--- src/rtl/perf_bank_pkg.sv ---
package perf_bank_pkg;
   localparam int BYTE_W = 8;
   typedef logic [BYTE_W-1:0] bus_byte_t;
   typedef enum logic [1:0] {ACC_IDLE, ACC_READ, ACC_WRITE} bus_acc_e;

   function automatic bus_acc_e classify(input logic rd, input logic wr);
      if (rd)      return ACC_READ;
      else if (wr) return ACC_WRITE;
      return ACC_IDLE;
   endfunction
endpackage

--- src/rtl/perf_inhibit_gate.sv ---
module perf_inhibit_gate #(
   parameter int NUM_CTRS    = 4,
   parameter int NUM_FRAMING = 2,
   parameter int NUM_ALARMS  = 4
) (
   input  logic [NUM_ALARMS-1:0]  alarm_in,
   input  logic [NUM_FRAMING-1:0] frame_loss_in,
   output logic [NUM_CTRS-1:0]    inhibit
);
   logic any_alarm;
   assign any_alarm = |alarm_in;

   for (genvar k = 0; k < NUM_CTRS; k++) begin : g_inh
      if (k < NUM_FRAMING) begin : g_frm
         assign inhibit[k] = frame_loss_in[k];
      end else begin : g_gen
         assign inhibit[k] = any_alarm;
      end
   end
endmodule

--- src/rtl/perf_ctr_cell.sv ---
module perf_ctr_cell #(
   parameter int CTR_W = 16
) (
   input  logic              clk,
   input  logic              rst,
   input  logic              evt,
   input  logic              inhibit,
   input  logic              roll_mode,
   input  logic              rd_clear,
   input  logic              snap_en,
   input  logic              clear,
   output logic [CTR_W-1:0]  value,
   output logic [CTR_W-9:0]  snap_hi
);
   localparam int HI_W = CTR_W - 8;
   localparam logic [CTR_W-1:0] MAX_V = {CTR_W{1'b1}};

   logic [CTR_W-1:0] cnt_q;
   logic             held_q;
   logic [HI_W-1:0]  snap_q;
   logic             evt_ok;

   function automatic logic [CTR_W-1:0] bump(input logic [CTR_W-1:0] a,
                                             input logic b, input logic roll);
      logic [CTR_W:0] s;
      s = {1'b0, a} + {{CTR_W{1'b0}}, b};
      if (!roll && s[CTR_W]) return MAX_V;
      return s[CTR_W-1:0];
   endfunction

   assign evt_ok  = evt && !inhibit;
   assign value   = bump(cnt_q, held_q, roll_mode);
   assign snap_hi = snap_q;

   always_ff @(posedge clk) begin
      if (rst || clear) begin
         cnt_q  <= '0;
         held_q <= 1'b0;
      end else if (rd_clear) begin
         cnt_q  <= '0;
         held_q <= evt_ok;
      end else begin
         cnt_q  <= bump(value, evt_ok, roll_mode);
         held_q <= 1'b0;
      end
   end

   always_ff @(posedge clk) begin
      if (rst || clear)  snap_q <= '0;
      else if (snap_en)  snap_q <= value[CTR_W-1:8];
   end


   sat_stop_chk: assert property (@(posedge clk) disable iff (rst)
      (!roll_mode && value == MAX_V && !clear && !rd_clear) |=> (value == MAX_V));

   hold_add_chk: assert property (@(posedge clk) disable iff (rst)
      (rd_clear && evt_ok && !clear) |=> (value == CTR_W'(1)));

   wrap_chk: assert property (@(posedge clk) disable iff (rst)
      (roll_mode && value == MAX_V && evt_ok && !clear && !rd_clear) |=> (value == '0));

   inhib_hold_chk: assert property (@(posedge clk) disable iff (rst)
      (inhibit && !clear && !rd_clear) |=> (value == $past(value)));

   clr_zero_chk: assert property (@(posedge clk) disable iff (rst)
      clear |=> (value == '0));
endmodule

--- src/rtl/perf_bus_front.sv ---
module perf_bus_front
   import perf_bank_pkg::*;
#(
   parameter int NUM_CTRS  = 4,
   parameter int CTR_W     = 16,
   parameter int ADDR_W    = 8,
   parameter int MODE_ADDR = 8'h13,
   parameter int BULK_ADDR = 8'h1C,
   parameter int BULK_BIT  = 7
) (
   input  logic                          clk,
   input  logic                          rst,
   input  logic                          bus_rd,
   input  logic                          bus_wr,
   input  logic [ADDR_W-1:0]             bus_addr,
   input  bus_byte_t                     bus_wdata,
   output bus_byte_t                     bus_rdata,
   input  logic [NUM_CTRS-1:0][CTR_W-1:0] values,
   input  logic [NUM_CTRS-1:0][CTR_W-9:0] snaps,
   output logic                          roll_mode,
   output logic [NUM_CTRS-1:0]           rd_clear,
   output logic [NUM_CTRS-1:0]           snap_en,
   output logic [NUM_CTRS-1:0]           clear
);
   localparam int IDX_W    = $clog2(NUM_CTRS);
   localparam int CTR_SPAN = 2 * NUM_CTRS;

   bus_acc_e          acc;
   logic              in_ctr;
   logic [IDX_W-1:0]  idx;
   logic              is_low;
   logic              wzero;
   logic              bulk_clr;
   logic              pend_q;
   logic [IDX_W-1:0]  pend_idx_q;
   logic              mode_q;
   bus_byte_t         rd_mux;

   assign acc      = classify(bus_rd, bus_wr);
   assign in_ctr   = bus_addr < ADDR_W'(CTR_SPAN);
   assign idx      = bus_addr[IDX_W:1];
   assign is_low   = !bus_addr[0];
   assign wzero    = (acc == ACC_WRITE) && (bus_wdata == '0);
   assign bulk_clr = (acc == ACC_WRITE) && (bus_addr == ADDR_W'(BULK_ADDR))
                     && bus_wdata[BULK_BIT];
   assign roll_mode = mode_q;

   for (genvar k = 0; k < NUM_CTRS; k++) begin : g_strb
      logic hit;
      assign hit         = in_ctr && (idx == IDX_W'(k));
      assign snap_en[k]  = (acc == ACC_READ) && hit && is_low;
      assign rd_clear[k] = snap_en[k] && !mode_q;
      assign clear[k]    = bulk_clr ||
                           (pend_q && wzero && hit && !is_low && pend_idx_q == IDX_W'(k));
   end

   always_ff @(posedge clk) begin
      if (rst) begin
         pend_q     <= 1'b0;
         pend_idx_q <= '0;
      end else if (acc != ACC_IDLE) begin
         pend_q     <= wzero && in_ctr && is_low;
         pend_idx_q <= idx;
      end
   end

   always_ff @(posedge clk) begin
      if (rst) mode_q <= 1'b0;
      else if (acc == ACC_WRITE && bus_addr == ADDR_W'(MODE_ADDR))
         mode_q <= bus_wdata[0];
   end

   always_comb begin
      rd_mux = '0;
      if (in_ctr) begin
         if (is_low) rd_mux = values[idx][7:0];
         else        rd_mux = BYTE_W'(snaps[idx]);
      end else if (bus_addr == ADDR_W'(MODE_ADDR)) begin
         rd_mux = {{(BYTE_W-1){1'b0}}, mode_q};
      end
   end

   always_ff @(posedge clk) begin
      if (rst)                  bus_rdata <= '0;
      else if (acc == ACC_READ) bus_rdata <= rd_mux;
      else                      bus_rdata <= '0;
   end


   bulk_reads_zero_chk: assert property (@(posedge clk) disable iff (rst)
      (bus_rd && bus_addr == ADDR_W'(BULK_ADDR)) |=> (bus_rdata == '0));

   rdata_quiet_chk: assert property (@(posedge clk) disable iff (rst)
      !bus_rd |=> (bus_rdata == '0));

   single_access_chk: assert property (@(posedge clk) disable iff (rst)
      !(bus_rd && bus_wr));

   clear_needs_pend_chk: assert property (@(posedge clk) disable iff (rst)
      (|clear && !bulk_clr) |-> pend_q);
endmodule

--- src/rtl/perf_counter_bank.sv ---
module perf_counter_bank #(
   parameter int NUM_CTRS    = 4,
   parameter int CTR_W       = 16,
   parameter int NUM_FRAMING = 2,
   parameter int NUM_ALARMS  = 4,
   parameter int ADDR_W      = 8,
   parameter int MODE_ADDR   = 8'h13,
   parameter int BULK_ADDR   = 8'h1C
) (
   input  logic                   clk,
   input  logic                   rst,
   input  logic                   bus_rd,
   input  logic                   bus_wr,
   input  logic [ADDR_W-1:0]      bus_addr,
   input  logic [7:0]             bus_wdata,
   output logic [7:0]             bus_rdata,
   input  logic [NUM_CTRS-1:0]    evt_in,
   input  logic [NUM_ALARMS-1:0]  alarm_in,
   input  logic [NUM_FRAMING-1:0] frame_loss_in
);
   if (CTR_W <= 8 || CTR_W > 16) begin : g_bad_w
      $error("CTR_W must be 9..16");
   end
   if (NUM_CTRS < 2 || NUM_FRAMING > NUM_CTRS || NUM_FRAMING < 1) begin : g_bad_n
      $error("counter counts out of range");
   end
   if (2 * NUM_CTRS > MODE_ADDR || 2 * NUM_CTRS > BULK_ADDR || MODE_ADDR == BULK_ADDR) begin : g_bad_map
      $error("register addresses overlap counter space");
   end

   logic [NUM_CTRS-1:0][CTR_W-1:0] values;
   logic [NUM_CTRS-1:0][CTR_W-9:0] snaps;
   logic [NUM_CTRS-1:0]            inhibit, rd_clear, snap_en, clear;
   logic                           roll_mode;

   perf_inhibit_gate #(
      .NUM_CTRS(NUM_CTRS), .NUM_FRAMING(NUM_FRAMING), .NUM_ALARMS(NUM_ALARMS)
   ) u_gate (
      .alarm_in(alarm_in), .frame_loss_in(frame_loss_in), .inhibit(inhibit)
   );

   perf_bus_front #(
      .NUM_CTRS(NUM_CTRS), .CTR_W(CTR_W), .ADDR_W(ADDR_W),
      .MODE_ADDR(MODE_ADDR), .BULK_ADDR(BULK_ADDR), .BULK_BIT(7)
   ) u_front (
      .clk(clk), .rst(rst), .bus_rd(bus_rd), .bus_wr(bus_wr),
      .bus_addr(bus_addr), .bus_wdata(bus_wdata), .bus_rdata(bus_rdata),
      .values(values), .snaps(snaps), .roll_mode(roll_mode),
      .rd_clear(rd_clear), .snap_en(snap_en), .clear(clear)
   );

   for (genvar k = 0; k < NUM_CTRS; k++) begin : g_ctr
      perf_ctr_cell #(.CTR_W(CTR_W)) u_cell (
         .clk(clk), .rst(rst), .evt(evt_in[k]), .inhibit(inhibit[k]),
         .roll_mode(roll_mode), .rd_clear(rd_clear[k]), .snap_en(snap_en[k]),
         .clear(clear[k]), .value(values[k]), .snap_hi(snaps[k])
      );
   end
endmodule

--- config.mk ---
export PLATFORM = sky130hd
export DESIGN_NAME = perf_counter_bank
export DESIGN_NICKNAME = d
export VERILOG_FILES = /design/src/rtl/perf_bank_pkg.sv /design/src/rtl/perf_inhibit_gate.sv /design/src/rtl/perf_ctr_cell.sv /design/src/rtl/perf_bus_front.sv /design/src/rtl/perf_counter_bank.sv
export SDC_FILE = /design/constraint.sdc
export NUM_CORES = 1
export LEC_CHECK = 0
export ABC_AREA = 1
export BUFFER_PORTS_ARGS = -buffer_cell sky130_fd_sc_hd__buf_2
export CORE_UTILIZATION = 58
export DETAILED_ROUTE_END_ITERATION = 7
export PLACE_DENSITY = 0.84
export SYNTH_ARGS = -nofsm -noshare
export SYNTH_HDL_FRONTEND = slang
export SYNTH_SLANG_ARGS = --single-unit
--- constraint.sdc ---
create_clock -name clk -period 3.8 [get_ports clk]
set_clock_uncertainty 0.05 [all_clocks]
set_input_delay 0.19 -clock clk [delete_from_list [all_inputs] [get_ports clk]]
set_output_delay 0.19 -clock clk [all_outputs]
set_load 0.01 [all_outputs]
==> results.yml <==
sta:
  period_share: 0.836
  finalSetupViolCount: 0
  timing.fmax_mhz: 315
  maxSlewHeadroom: 0.490
  final_max_slew_viol_count: 0
  period_needed_ns: 3.18
  rsz0062_at_grt: "no"
  hold_violations: 0
  worstMarginPinSlew_ns: 0.759
  setup_tns_ns: 0
critical_path:
  crit_type: "reg -> reg"
  cp-end-kind: "flop"
  cp.required_ns: 4.06
  worst_path_most_repeated_cell: "ha_1"
  critical_path.top_delay_family: "simple AND/OR/NAND/NOR gates"
  cp.arrival_ns: 3.43
  path_cells: "ha_1, ha_1, nand3_2, nor2_4, nand3_4, inv_1, or2_2, ha_1, ha_1, inv_1, a21oi_1, nand3_2, nor2_4, nand3_2, inv_1, nor2_1, nor2_1"
  slowest_delay_ns: 0.32
  slowest_stage: "dfxtp_1"
  cp_max_fo: 18
  worst-path-buf-inv: 3
  start_kind: "flop"
yosys:
  synth_most_common_cell: "nand2_1"
  synth_edf_count: 0
  async_flop_share: 0
  synth-main-ff-cell: "dfxtp_1"
  syn_area_sq_um: 8050
  syn_nets: 1332
  yosysSeqAreaShare: 0.278
  yosys.area.top_type: "dfxtp_1"
  ys.warnings.count: 0
  synth_common_cells: "nand2_1 (357), inv_1 (186), nor2_1 (161), dfxtp_1 (112), nand3_1 (110)"
  synthMuxAreaShare: 0
  postSynthCellCount: 1286
  synthXorXnorAreaFrac: 0.0359
  synth_top_family_by_area: "simple AND/OR/NAND/NOR gates"
  yosysUniqueCellTypes: 44
  synth-simple-area-share: 0.435
  synth.area.top_cells: "dfxtp_1 (28%), nand2_1 (17%), inv_1 (8.7%), nor2_1 (7.5%), nand3_1 (6.8%)"
  synth-seq-cells: 112
  synth_compound_area_frac: 0.119
  avgSynthCellArea_sq_um: 6.26
  synthAdderAreaFrac: 0.0249
  synth_top_area_share: 0.278
routing:
  wl_per_cell_um: 14.0
  dr.pass1.iters: 7
  vias: 8318
  via_per_inst: 5.55
  ant_nets: 0
  initialDrtViolationCount: 778
  drc: 0
  routed_wirelength_mm: 20.9
pwr:
  p_total_mw: 2.24
  irDropWorstVdd_v: 0.000169
  power.density_nw_per_um2: 259
  leakagePower_nw: 3.60
cells_and_area:
  num_antenna_cells: 0
  nets: 1364
  design_area_sq_um: 8660
  fill_cells: 1215
  finalNonFillerCells: 1499
  ff_latch_area_sq_um: 2240
  drive_above_1_share: 0.107
  multiInputGateArea_sq_um: 4950
  area_delta_synth_final_pct: 7.47
min_path:
  min_path_type: "in -> reg"
run:
  drv_cap: 0
die:
  std_cell_rows: 42
  die_h_um: 120
  core_sq_um: 13400
  die_area_sq_um: 14400
  io_pins: 38
  dieWidth_um: 120
  start_util: 0.601
clock_tree:
  hold_buffers: 3
  worstSkewPairLatency_ns: 0.37
  cts_buffers: 9
  h-tree-depth: 3
  clkTransAtPathRegs_ns: 0.07
  cts_buffer_depth: 2
  root_buffer: "clkbuf_16"
  cts.sinks: 112
  cts_tree: "built"
  post-cts-setup-buffers: 0
  cts-resized-gates: 0
global_routing:
  antenna_found_initial: 0
  overflow: 0
  grt.total_usage: 0.299
  grt_pass1_vias: 7326
  grt_max_degree: 20
  grt_pass1_wl_mm: 34.4
outcome:
  outcome: "completed"
place:
  dpl_cell_area_sq_um: 8330
  numPortBuffers: 37
  post-dp-hpwl_mm: 16.3
  place_inst: 1480
  place.gp.congestion: 0.996
[logic make-up after synthesis]
family,count (synthesis)
buffers and inverters,211
adder cells (fa/ha/maj),16
AND/OR/NAND/NOR,759
AO/OA/AOI/OAI,155
XOR/XNOR,33
flip-flops,112
[area by class of cell]
class / count / share of cell area
Inverter: 189 / 0.0820
Clock buffer: 12 / 0.0273
Sequential cell: 112 / 0.259
Tap cell: 176 / 0.0254
Clock inverter: 4 / 0.00636
Timing Repair Buffer: 43 / 0.0275
Multi-Input combinational cell: 963 / 0.572
[registers in the layout, summed over array words and instances, names as in the netlist]
name and count:
g_ctr.u_cell.cnt_q 64, g_ctr.u_cell.held_q 4, g_ctr.u_cell.snap_hi 32, u_front.bus_rdata 8
u_front.pend_idx_q 2, u_front.pend_q 1, u_front.roll_mode 1
[path summary, 6_finish.rpt]
kind	startpoint	to	slack, ns	cells after the start
max reg2reg	g_ctr[0].u_cell.held_q	g_ctr[0].u_cell.cnt_q[0]	0.62	17
min reg2reg	g_ctr[0].u_cell.snap_hi[5]	g_ctr[0].u_cell.snap_hi[5]	0.43	2
max	g_ctr[0].u_cell.held_q	g_ctr[0].u_cell.cnt_q[0]	0.62	17
min	evt_in[2]	g_ctr[2].u_cell.held_q	0.05	3
[tightest hold or removal path: cells and delay by family]
kind | cells | cell delay, ns
buf+inv | 2 | 0.17
simple gates | 1 | 0.06
[where the power goes]
| part | total (mW) | switching (mW) | internal [mW] |
|---|---|---|---|
| clock | 0.958 | 0.444 | 0.515 |
| combinational | 0.102 | 0.0700 | 0.0318 |
| sequential | 1.18 | 0.00298 | 1.18 |
| total | 2.24 | 0.516 | 1.72 |
[per-layer routing]
| layer | wire (um) | vias to the layer above | global-route usage |
|---|---|---|---|
| li1 | - | 4219 | - |
| met1 | 9510 | 3770 | 0.397 |
| met2 | 9690 | 299 | 0.492 |
| met3 | 1300 | 30 | 0.0409 |
| met4 | 418 | 0 | 0.113 |
| met5 | 0 | - | 0 |
[per-stage QoR]
| stage | hold slack [ns] | worst slack [ns] | util |
|---|---|---|---|
| global route | 0.0590 | 0.307 | 0.646 |
| CTS | 0.0497 | 0.652 | 0.646 |
| detailed placement | 0.352 | 0.687 | 0.622 |
| finish | 0.0510 | 0.625 | 0.646 |
| global placement | 0.359 | 0.846 | 0.622 |
| floorplan | 0.209 | 1.08 | - |
[layout by cell type, fill, tap and decap left out, types with 12 or more instances in the layout]
cell type,instances
nor2_4,14
xor2_1,19
nor2_1,161
dfxtp_1,112
nand2_1,357
nand3_1,110
ha_1,16
o21ai_0,38
nor2_2,14
nand4_1,42
xnor2_1,14
a21oi_2,21
inv_1,186
nand3_2,12
buf_2,37
a21oi_1,53
nor3_1,12
Power figures use the tool's default switching activity.
